==> config.mk <==
export PLATFORM = sky130hd
export DESIGN_NAME = i2c_mem_slave
export DESIGN_NICKNAME = d
export VERILOG_FILES = /design/src/rtl/i2c_mem_slave.sv
export SDC_FILE = /design/constraint.sdc
export NUM_CORES = 2
export LEC_CHECK = 0
export BUFFER_PORTS_ARGS = -buffer_cell sky130_fd_sc_hd__buf_4
export CAP_MARGIN = 20
export CORE_MARGIN = 4
export CORE_UTILIZATION = 40
export DETAILED_ROUTE_END_ITERATION = 10
export PLACE_DENSITY_LB_ADDON = 0.12
export SYNTH_ARGS = -nofsm -noshare
export SYNTH_HDL_FRONTEND = slang
export SYNTH_SLANG_ARGS = --single-unit
==> constraint.sdc <==
create_clock -name clk -period 8.43 [get_ports clk]
set_input_delay 2.1075 -clock clk [delete_from_list [all_inputs] [get_ports clk]]
set_output_delay 2.1075 -clock clk [all_outputs]
set_load 0.02 [all_outputs]
==> src/rtl/i2c_mem_slave.sv <==
module i2c_mem_slave #(
  parameter int MEM_DEPTH = 512,
  parameter logic [3:0] DEV_CODE = 4'b1010
) (
  input  logic       clk,
  input  logic       rst_n,
  input  logic       scl_in,
  input  logic       sda_in,
  input  logic [1:0] cs_strap,
  output logic       sda_pull
);
  localparam int AW = $clog2(MEM_DEPTH);
  localparam int LW = AW - 1;

  typedef enum logic [2:0] {ST_IDLE, ST_CTRL, ST_AHI, ST_ALO, ST_WDAT, ST_READ} st_t;

  logic [2:0] scl_sr, sda_sr;
  logic       scl_s, scl_q, sda_s, sda_q;
  logic       start_ev, stop_ev, rise, fall;
  st_t        state, nxt;
  logic [3:0] cnt;
  logic [7:0] sreg;
  logic [6:0] txreg;
  logic [16:0] ptr;
  logic       mack;
  logic [7:0] mem [MEM_DEPTH];

  always_ff @(posedge clk or negedge rst_n)
    if (!rst_n) begin
      scl_sr <= '1;
      sda_sr <= '1;
    end else begin
      scl_sr <= {scl_sr[1:0], scl_in};
      sda_sr <= {sda_sr[1:0], sda_in};
    end

  assign scl_s = scl_sr[1];
  assign scl_q = scl_sr[2];
  assign sda_s = sda_sr[1];
  assign sda_q = sda_sr[2];

  assign start_ev = scl_s & scl_q & sda_q & ~sda_s;
  assign stop_ev  = scl_s & scl_q & ~sda_q & sda_s;
  assign rise     = scl_s & ~scl_q;
  assign fall     = ~scl_s & scl_q;

  wire          rx      = state inside {ST_CTRL, ST_AHI, ST_ALO, ST_WDAT};
  wire          ctrl_ok = (sreg[7:4] == DEV_CODE) && (sreg[3:2] == cs_strap);
  wire [AW-1:0] idx     = {ptr[16], ptr[LW-1:0]};
  wire [7:0]    rd_byte = mem[idx];
  wire [16:0]   ptr_inc = {ptr[16], ptr[15:0] + 16'd1};

  always_ff @(posedge clk)
    if (!start_ev && !stop_ev && fall && cnt == 4'd8 && state == ST_WDAT)
      mem[idx] <= sreg;

  always_ff @(posedge clk or negedge rst_n)
    if (!rst_n) begin
      state    <= ST_IDLE;
      nxt      <= ST_IDLE;
      cnt      <= '0;
      sreg     <= '0;
      txreg    <= '0;
      ptr      <= '0;
      mack     <= 1'b0;
      sda_pull <= 1'b0;
    end else if (start_ev) begin
      state    <= ST_CTRL;
      cnt      <= '0;
      sda_pull <= 1'b0;
    end else if (stop_ev) begin
      state    <= ST_IDLE;
      cnt      <= '0;
      sda_pull <= 1'b0;
    end else if (state != ST_IDLE) begin
      if (rise) begin
        if (cnt < 4'd8) begin
          if (rx) sreg <= {sreg[6:0], sda_s};
          cnt <= cnt + 4'd1;
        end else if (cnt == 4'd8) begin
          mack <= ~sda_s;
          cnt  <= 4'd9;
        end
      end else if (fall) begin
        if (state == ST_READ && cnt != 4'd0 && cnt < 4'd8) begin
          sda_pull <= ~txreg[6];
          txreg    <= {txreg[5:0], 1'b0};
        end else if (cnt == 4'd8) begin
          case (state)
            ST_CTRL:
              if (ctrl_ok) begin
                sda_pull <= 1'b1;
                ptr[16]  <= sreg[1];
                nxt      <= sreg[0] ? ST_READ : ST_AHI;
              end else begin
                state <= ST_IDLE;
                cnt   <= '0;
              end
            ST_AHI: begin
              ptr[15:8] <= sreg;
              sda_pull  <= 1'b1;
              nxt       <= ST_ALO;
            end
            ST_ALO: begin
              ptr[7:0] <= sreg;
              sda_pull <= 1'b1;
              nxt      <= ST_WDAT;
            end
            ST_WDAT: begin
              ptr      <= ptr_inc;
              sda_pull <= 1'b1;
              nxt      <= ST_WDAT;
            end
            ST_READ: begin
              ptr      <= ptr_inc;
              sda_pull <= 1'b0;
            end
            default: ;
          endcase
        end else if (cnt == 4'd9) begin
          cnt <= '0;
          if (rx) begin
            state <= nxt;
            if (nxt == ST_READ) begin
              txreg    <= rd_byte[6:0];
              sda_pull <= ~rd_byte[7];
            end else begin
              sda_pull <= 1'b0;
            end
          end else if (mack) begin
            txreg    <= rd_byte[6:0];
            sda_pull <= ~rd_byte[7];
          end else begin
            state    <= ST_IDLE;
            sda_pull <= 1'b0;
          end
        end
      end
    end


  stop_release_chk: assert property (@(posedge clk) disable iff (!rst_n)
    stop_ev |=> (state == ST_IDLE && !sda_pull));


  start_realign_chk: assert property (@(posedge clk) disable iff (!rst_n)
    start_ev |=> (state == ST_CTRL && cnt == 4'd0));


  sda_hold_high_chk: assert property (@(posedge clk) disable iff (!rst_n)
    (scl_s && scl_q && !start_ev && !stop_ev) |=> (sda_pull == $past(sda_pull)));


  segment_hold_chk: assert property (@(posedge clk) disable iff (!rst_n)
    (state != ST_CTRL) |=> $stable(ptr[16]));


  idle_silent_chk: assert property (@(posedge clk) disable iff (!rst_n)
    (state == ST_IDLE) |-> !sda_pull);
endmodule

# --- Word-level counts from Yosys, hierarchy flattened ---
# Memory sizes are Yosys's and may differ from the RTL's.
# Cells that the tools add are included.
word_totals:
  reg_bits: 50
  ramBits: 4096
  input_bits: 6
  output_inout_bits: 1
  n_memories: 1
memory_table:
  columns: ["memory", "depth", "width", "read_ports", "rd_clocked_by_memory_dff", "write_ports", "line_no", "text"]
  rows:
  - ["mem", 512, 8, 1, 0, 1, "26", "logic [7:0] mem [MEM_DEPTH];"]
classes:
  add_sub_neg: 2
  order_cmp: 1
  eq_ne: 24
  mux: 50
  bitwise_logic: 18
  n_reduce_logical: 36
op_table:
  columns: ["cell", "count"]
  rows:
  - ["4-bit 2-to-1 mux", 12]
  - ["3-bit 2-to-1 mux", 14]
  - ["7-bit 2-to-1 mux", 6]
  - ["8-bit case mux with 2 select lines", 2]
  - ["9-bit AND reduction", 3]
  - ["8-bit AND reduction", 3]
  - ["6-bit AND reduction", 3]
  - ["16-bit by 1-bit adder with 16-bit output (second input constant)", 1]
  - ["4-bit nonzero test", 4]
  - ["3-bit nonzero test", 5]
  - ["1-bit 2-to-1 mux", 14]
  - ["4-bit equality test (second input constant)", 3]
  - ["4-bit inequality test (second input constant)", 3]
  - ["1-bit NOT", 11]
  - ["5-bit by 3-bit inequality test with 1-bit output (second input constant)", 2]
  - ["5-bit inequality test (second input constant)", 2]
  - ["5-bit nonzero test", 2]
  - ["3-bit equality test (second input constant)", 3]
  - ["3-bit case mux with 3 select lines", 1]
  - ["1-bit AND", 7]
  - ["1-bit logical AND", 7]
  - ["7-bit by 5-bit inequality test with 1-bit output (second input constant)", 1]
  - ["7-bit AND reduction", 1]
  - ["3-bit by 2-bit equality test with 1-bit output (second input constant)", 2]
  - ["14 further kinds", 19]

# --- Logic depth before layout (Yosys ltp) ---
# An unclocked memory read counts as a cell.
logic_depth:
  word_depth: 12
  depth_mapped: 14
  depth_no_buf: 10

# --- Worst setup path after synthesis ---
# Ideal clock, no wire load.
synth_timing:
  path_type: "reg2reg"
  start: "reg sreg[6]"
  end: "reg state[1]"
  t_arrival_ps: 8161
  path_slack_ps: 187
  stages_incl_launch_ff: 8
  path_buffers: 0
  path_cell_list: "dfrtp_1 > nand4bb_1 > nor3_1 > nand3b_1 > o21ai_0 > o311ai_0 > or4b_2 > o21ai_0"
synth_between:
  elab_chain_cells: 4
synth_lines:
  columns: ["element", "line_no", "text"]
  rows:
  - ["start: declaration", "22", "logic [7:0] sreg;"]
  - ["start signal: assignment", "78", "if (rx) sreg <= {sreg[6:0], sda_s};"]
  - ["4-bit equality test", "48", "wire ctrl_ok = (sreg[7:4] == DEV_CODE) && (sreg[3:2] == cs_strap);"]
  - ["1-bit logical AND", "48", null]
  - ["4-bit inequality test (no source line)", null, null]
  - ["8-bit AND reduction (no source line)", null, null]
  - ["end signal: assignment", "123", "state <= nxt;"]
  - ["end: declaration", "20", "st_t state, nxt;"]
# Every way passes these cells.
# A chain may end at the register's enable or synchronous reset.

# --- Worst setup path after layout ---
layout_timing:
  start: "reg ptr[0]"
  end: "reg txreg[5]"
layout_between:
  elab_chain_cells: 6
  word_cells_on_any_way: 7
  classes_between: "6 x mux; 1 x memory"
layout_lines:
  columns: ["element", "line_no", "text"]
  rows:
  - ["start: declaration", "24", "logic [16:0] ptr;"]
  - ["start signal: assignment", "105", "ptr[7:0] <= sreg;"]
  - ["start signal: assignment", "110", "ptr <= ptr_inc;"]
  - ["start signal: assignment", "115", "ptr <= ptr_inc;"]
  - ["memory read 512 x 8 bit *", null, null]
  - ["7-bit 2-to-1 mux (on tied branches)", "130, 124", null]
  - ["7-bit 2-to-1 mux *", "122", "if (rx) begin"]
  - ["7-bit 2-to-1 mux *", "120", "end else if (cnt == 4'd9) begin"]
  - ["7-bit 2-to-1 mux *", "88", "end else if (cnt == 4'd8) begin"]
  - ["7-bit 2-to-1 mux *", "85", "if (state == ST_READ && cnt != 4'd0 && cnt < 4'd8) begin"]
  - ["end signal: assignment", "87", "txreg <= {txreg[5:0], 1'b0};"]
  - ["end signal: assignment", "125", "txreg <= rd_byte[6:0];"]
  - ["end signal: assignment", "131", "txreg <= rd_byte[6:0];"]
  - ["end: declaration", "23", "logic [6:0] txreg;"]
# Every way passes the cells marked *; elsewhere a longest branch is shown, timed or not. The select of a mux whose other input is x is not followed.

==> metrics.csv <==
stage,metric,value,unit
synth,synth-xor-area-share,0.000163,
route,first_iter_violations,10271,
cells_and_area,regArea,0.124,mm²
cells_and_area,final_cells,13543,
sta,setup_viol,0,
setup_path,crit-reg2reg-launch,ptr[0],
sta,hold_viol,0,
synth,yosysTopAreaCell,edfxtp_1,
sta,fmax,191,MHz
cells_and_area,layout-drive-gt1-share,0.227,
power,p_total,41.9,mW
setup_path,crit_path_start_kind,register,
route,wl_per_cell,37.5,µm
synth,synth_top_family_by_area,multiplexers,
clock_network,postCtsHoldBufs,0,
clock_network,clock_tree.root_cell,clkbuf_16,
cells_and_area,multi_input_area,0.0346,mm²
sta,skew,0.0886,ns
power,ir_worst_vdd,0.189,mV
synth,synth_edf_count,4096,
sta,worst_pin_slew,1.46,ns
sta,rsz0062_at_grt,false,
route,wl_met2,241000,µm
clock_network,htreeDepth,5,
cells_and_area,nets,7929,
synth,ys_async_sr_fraction,0.0101,
power,power.leakage,54.4,nW
grt,overflow,0,
route,dr.pass1.iters,6,
clock_network,cts_resized,0,
synth,syn_area,0.161,mm²
synth,synth-seq-cells,4138,
floorplanning,initial_core_util,0.402,
clock_network,path_clk_slew,0.07,ns
grt,grt_pass1_vias,81628,
floorplanning,dieHeight,642,µm
setup_path,worst_r2r_endpoint,txreg[5],
route,met3_length,39600,µm
grt,grt_usage,0.241,
clock_network,cts_buffers,432,
route,dr_total_vias,81936,
grt,grt_max_degree,194,
route,drt-met1-wl,206000,µm
sta,tns,0,ns
route,viasPerCell,6.05,
synth,yosysSeqAreaShare,0.771,
cells_and_area,nFillCells,33639,
placed_design,preCtsSetupSlack,3.16,ns
sta,min_period_over_period,0.622,
setup_path,reg2reg_setup_slack,3.19,ns
clock_network,numClockSinks,4138,
grt,grt_pass1_wl,697000,µm
setup_path,endpoint_kind,register,
power,p_per_area,231,mW/mm²
synth,post-synth-top-count-cell,edfxtp_1,
sta,maxSlewViolCount,0,
route,drc,0,
floorplanning,die_w,642,µm
run,drv_cap,0,
cells_and_area,area_growth,12.9,%
synth,synth_ff_type,edfxtp_1,
setup_path,path_class,register to register,
synth,synthAdderAreaFrac,0.000778,
placed_design,numPortBuffers,6,
clock_network,cts_tree,built,
clock_network,postCtsSetupRepairBufs,0,
setup_path,critPathMaxFanout,57,
setup_path,r2r_cells,8,
route,top_layer,met5,
synth,syn_nets,7720,
floorplanning,io_pins,7,
sta,period_needed,5.24,ns
synth,synth_top_area_share,0.765,
route,drtAntennaViolNets,0,
placed_design,hpwl,312000,µm
setup_path,crit_start,ptr[0],
synth,synth_cells,7704,
clock_network,cts_max_path_buffers,4,
floorplanning,core,0.400,mm²
setup_path,required,9.31,ns
clock_network,clock_latency,1.02,ns
floorplanning,num_rows,232,
placed_design,placedCellCount,12739,
setup_path,arrival,6.12,ns
synth,ys_top_cells_by_area,"edfxtp_1 76%, mux4_2 13%, mux2i_1 2.0%, nor2_1 1.4%, a22oi_1 0.69%",
setup_path,critPathCapture,txreg[5],
route,routed_wl,508000,µm
outcome,status,finished clean,
synth,synthMuxAreaShare,0.156,
synth,synth.avg_cell_area,20.9,µm²
hold_path,worst_hold_path_type,register to register,
sta,slew_headroom,0.0246,
grt,antenna_found_initial,30,
synth,yosys_warnings,0,
synth,synth_cell_types,71,
floorplanning,die_area,0.412,mm²
synth,ys_top_cells_by_count,"4,096 x edfxtp_1, 961 x mux4_2, 598 x nor2_1",
cells_and_area,fin_util,0.454,
sta,final.setup.worst_slack,3.19,ns
synth,synth_compound_area_frac,0.0259,
synth,synthSimpleGateAreaFrac,0.0308,
placed_design,place.gp.congestion,0.847,
[worst max-delay path, cell delays in order (launching register included)]
cell and delay, ns:
dfrtp_4 0.72, buf_4 0.55, buf_12 0.44, mux4_2 0.64, a22oi_1 0.36, o21ai_0 0.28, o21ai_0 0.82, o2111ai_1 0.65
o31a_1 0.42
[through the flow]
step	area, µm²	hold WS [ns]
6_report	182000	0.362
5_1_grt	182000	0.362
4_1_cts	182000	0.364
3_5_place_dp	168000	0.350
3_3_place_gp	167000	0.353
2_1_floorplan	161000	0.345
[where the power goes]
part           total (mW)  internal (mW)  switching (mW)  leakage, nW
sequential           22.7           22.7          0.0557         37.9
combinational       0.405         0.0340           0.371         9.80
clock                18.8           10.7            8.12         6.73
total                41.9           33.4            8.54         54.4
[cells in the final DEF, fill, tap and decap left out, drive strengths merged, types with 85 or more instances in the layout]
cell type / n
nor2: 598
o21ai: 105
a22oi: 148
mux2i: 326
clkbuf: 527
mux4: 961
nand2: 293
clkinv: 201
buf: 243
nand3: 85
edfxtp: 4096
[routing by layer]
layer | global-route usage | vias to the layer above
li1 | - | 32512
met4 | 0.0863 | 8
met3 | 0.0444 | 844
met2 | 0.385 | 3787
met1 | 0.334 | 44785
met5 | 0 | -
[flip-flops by register name (all words and copies together), names as in the netlist]
signal and count:
mem 4096, sda_pull 1, cnt 4, mack 1
nxt 3, scl_sr 3, state 3, ptr 9
txreg 7, sda_sr 3, sreg 8
[cell type report]
class	count	area share
sequential	4138	0.683
multi-input combinational	3081	0.191
clock buffer	527	0.0621
tap	5265	0.0363
clock inverter	264	0.0140
timing repair buffer	243	0.0132
inverter	17	0.000420
antenna	8	0.000110
[worst min path at each step]
stage | end | slack [ns] | depth (start not counted) | from
after floorplan | scl_sr[1] | 0.35 | 0 | scl_sr[0]
after global placement | scl_sr[1] | 0.35 | 0 | scl_sr[0]
after detailed placement | sda_sr[1] | 0.35 | 0 | sda_sr[0]
after CTS | sda_sr[1] | 0.36 | 0 | sda_sr[0]
after global routing | scl_sr[1] | 0.36 | 0 | scl_sr[0]
final | scl_sr[1] | 0.36 | 0 | scl_sr[0]
[kinds of logic (layout without fill, tap and decap cells)]
| logic type | after synthesis | count (layout) |
|---|---|---|
| AO/OA/AOI/OAI | 604 | 604 |
| XOR/XNOR | 3 | 3 |
| adder cells (fa/ha/maj) | 10 | 10 |
| buffers and inverters | 485 | 1051 |
| flip-flops | 4138 | 4138 |
| multiplexers | 1302 | 1302 |
| other | 0 | 8 |
| AND/OR/NAND/NOR | 1162 | 1162 |
Note: power is estimated with default switching activity, not from simulation.
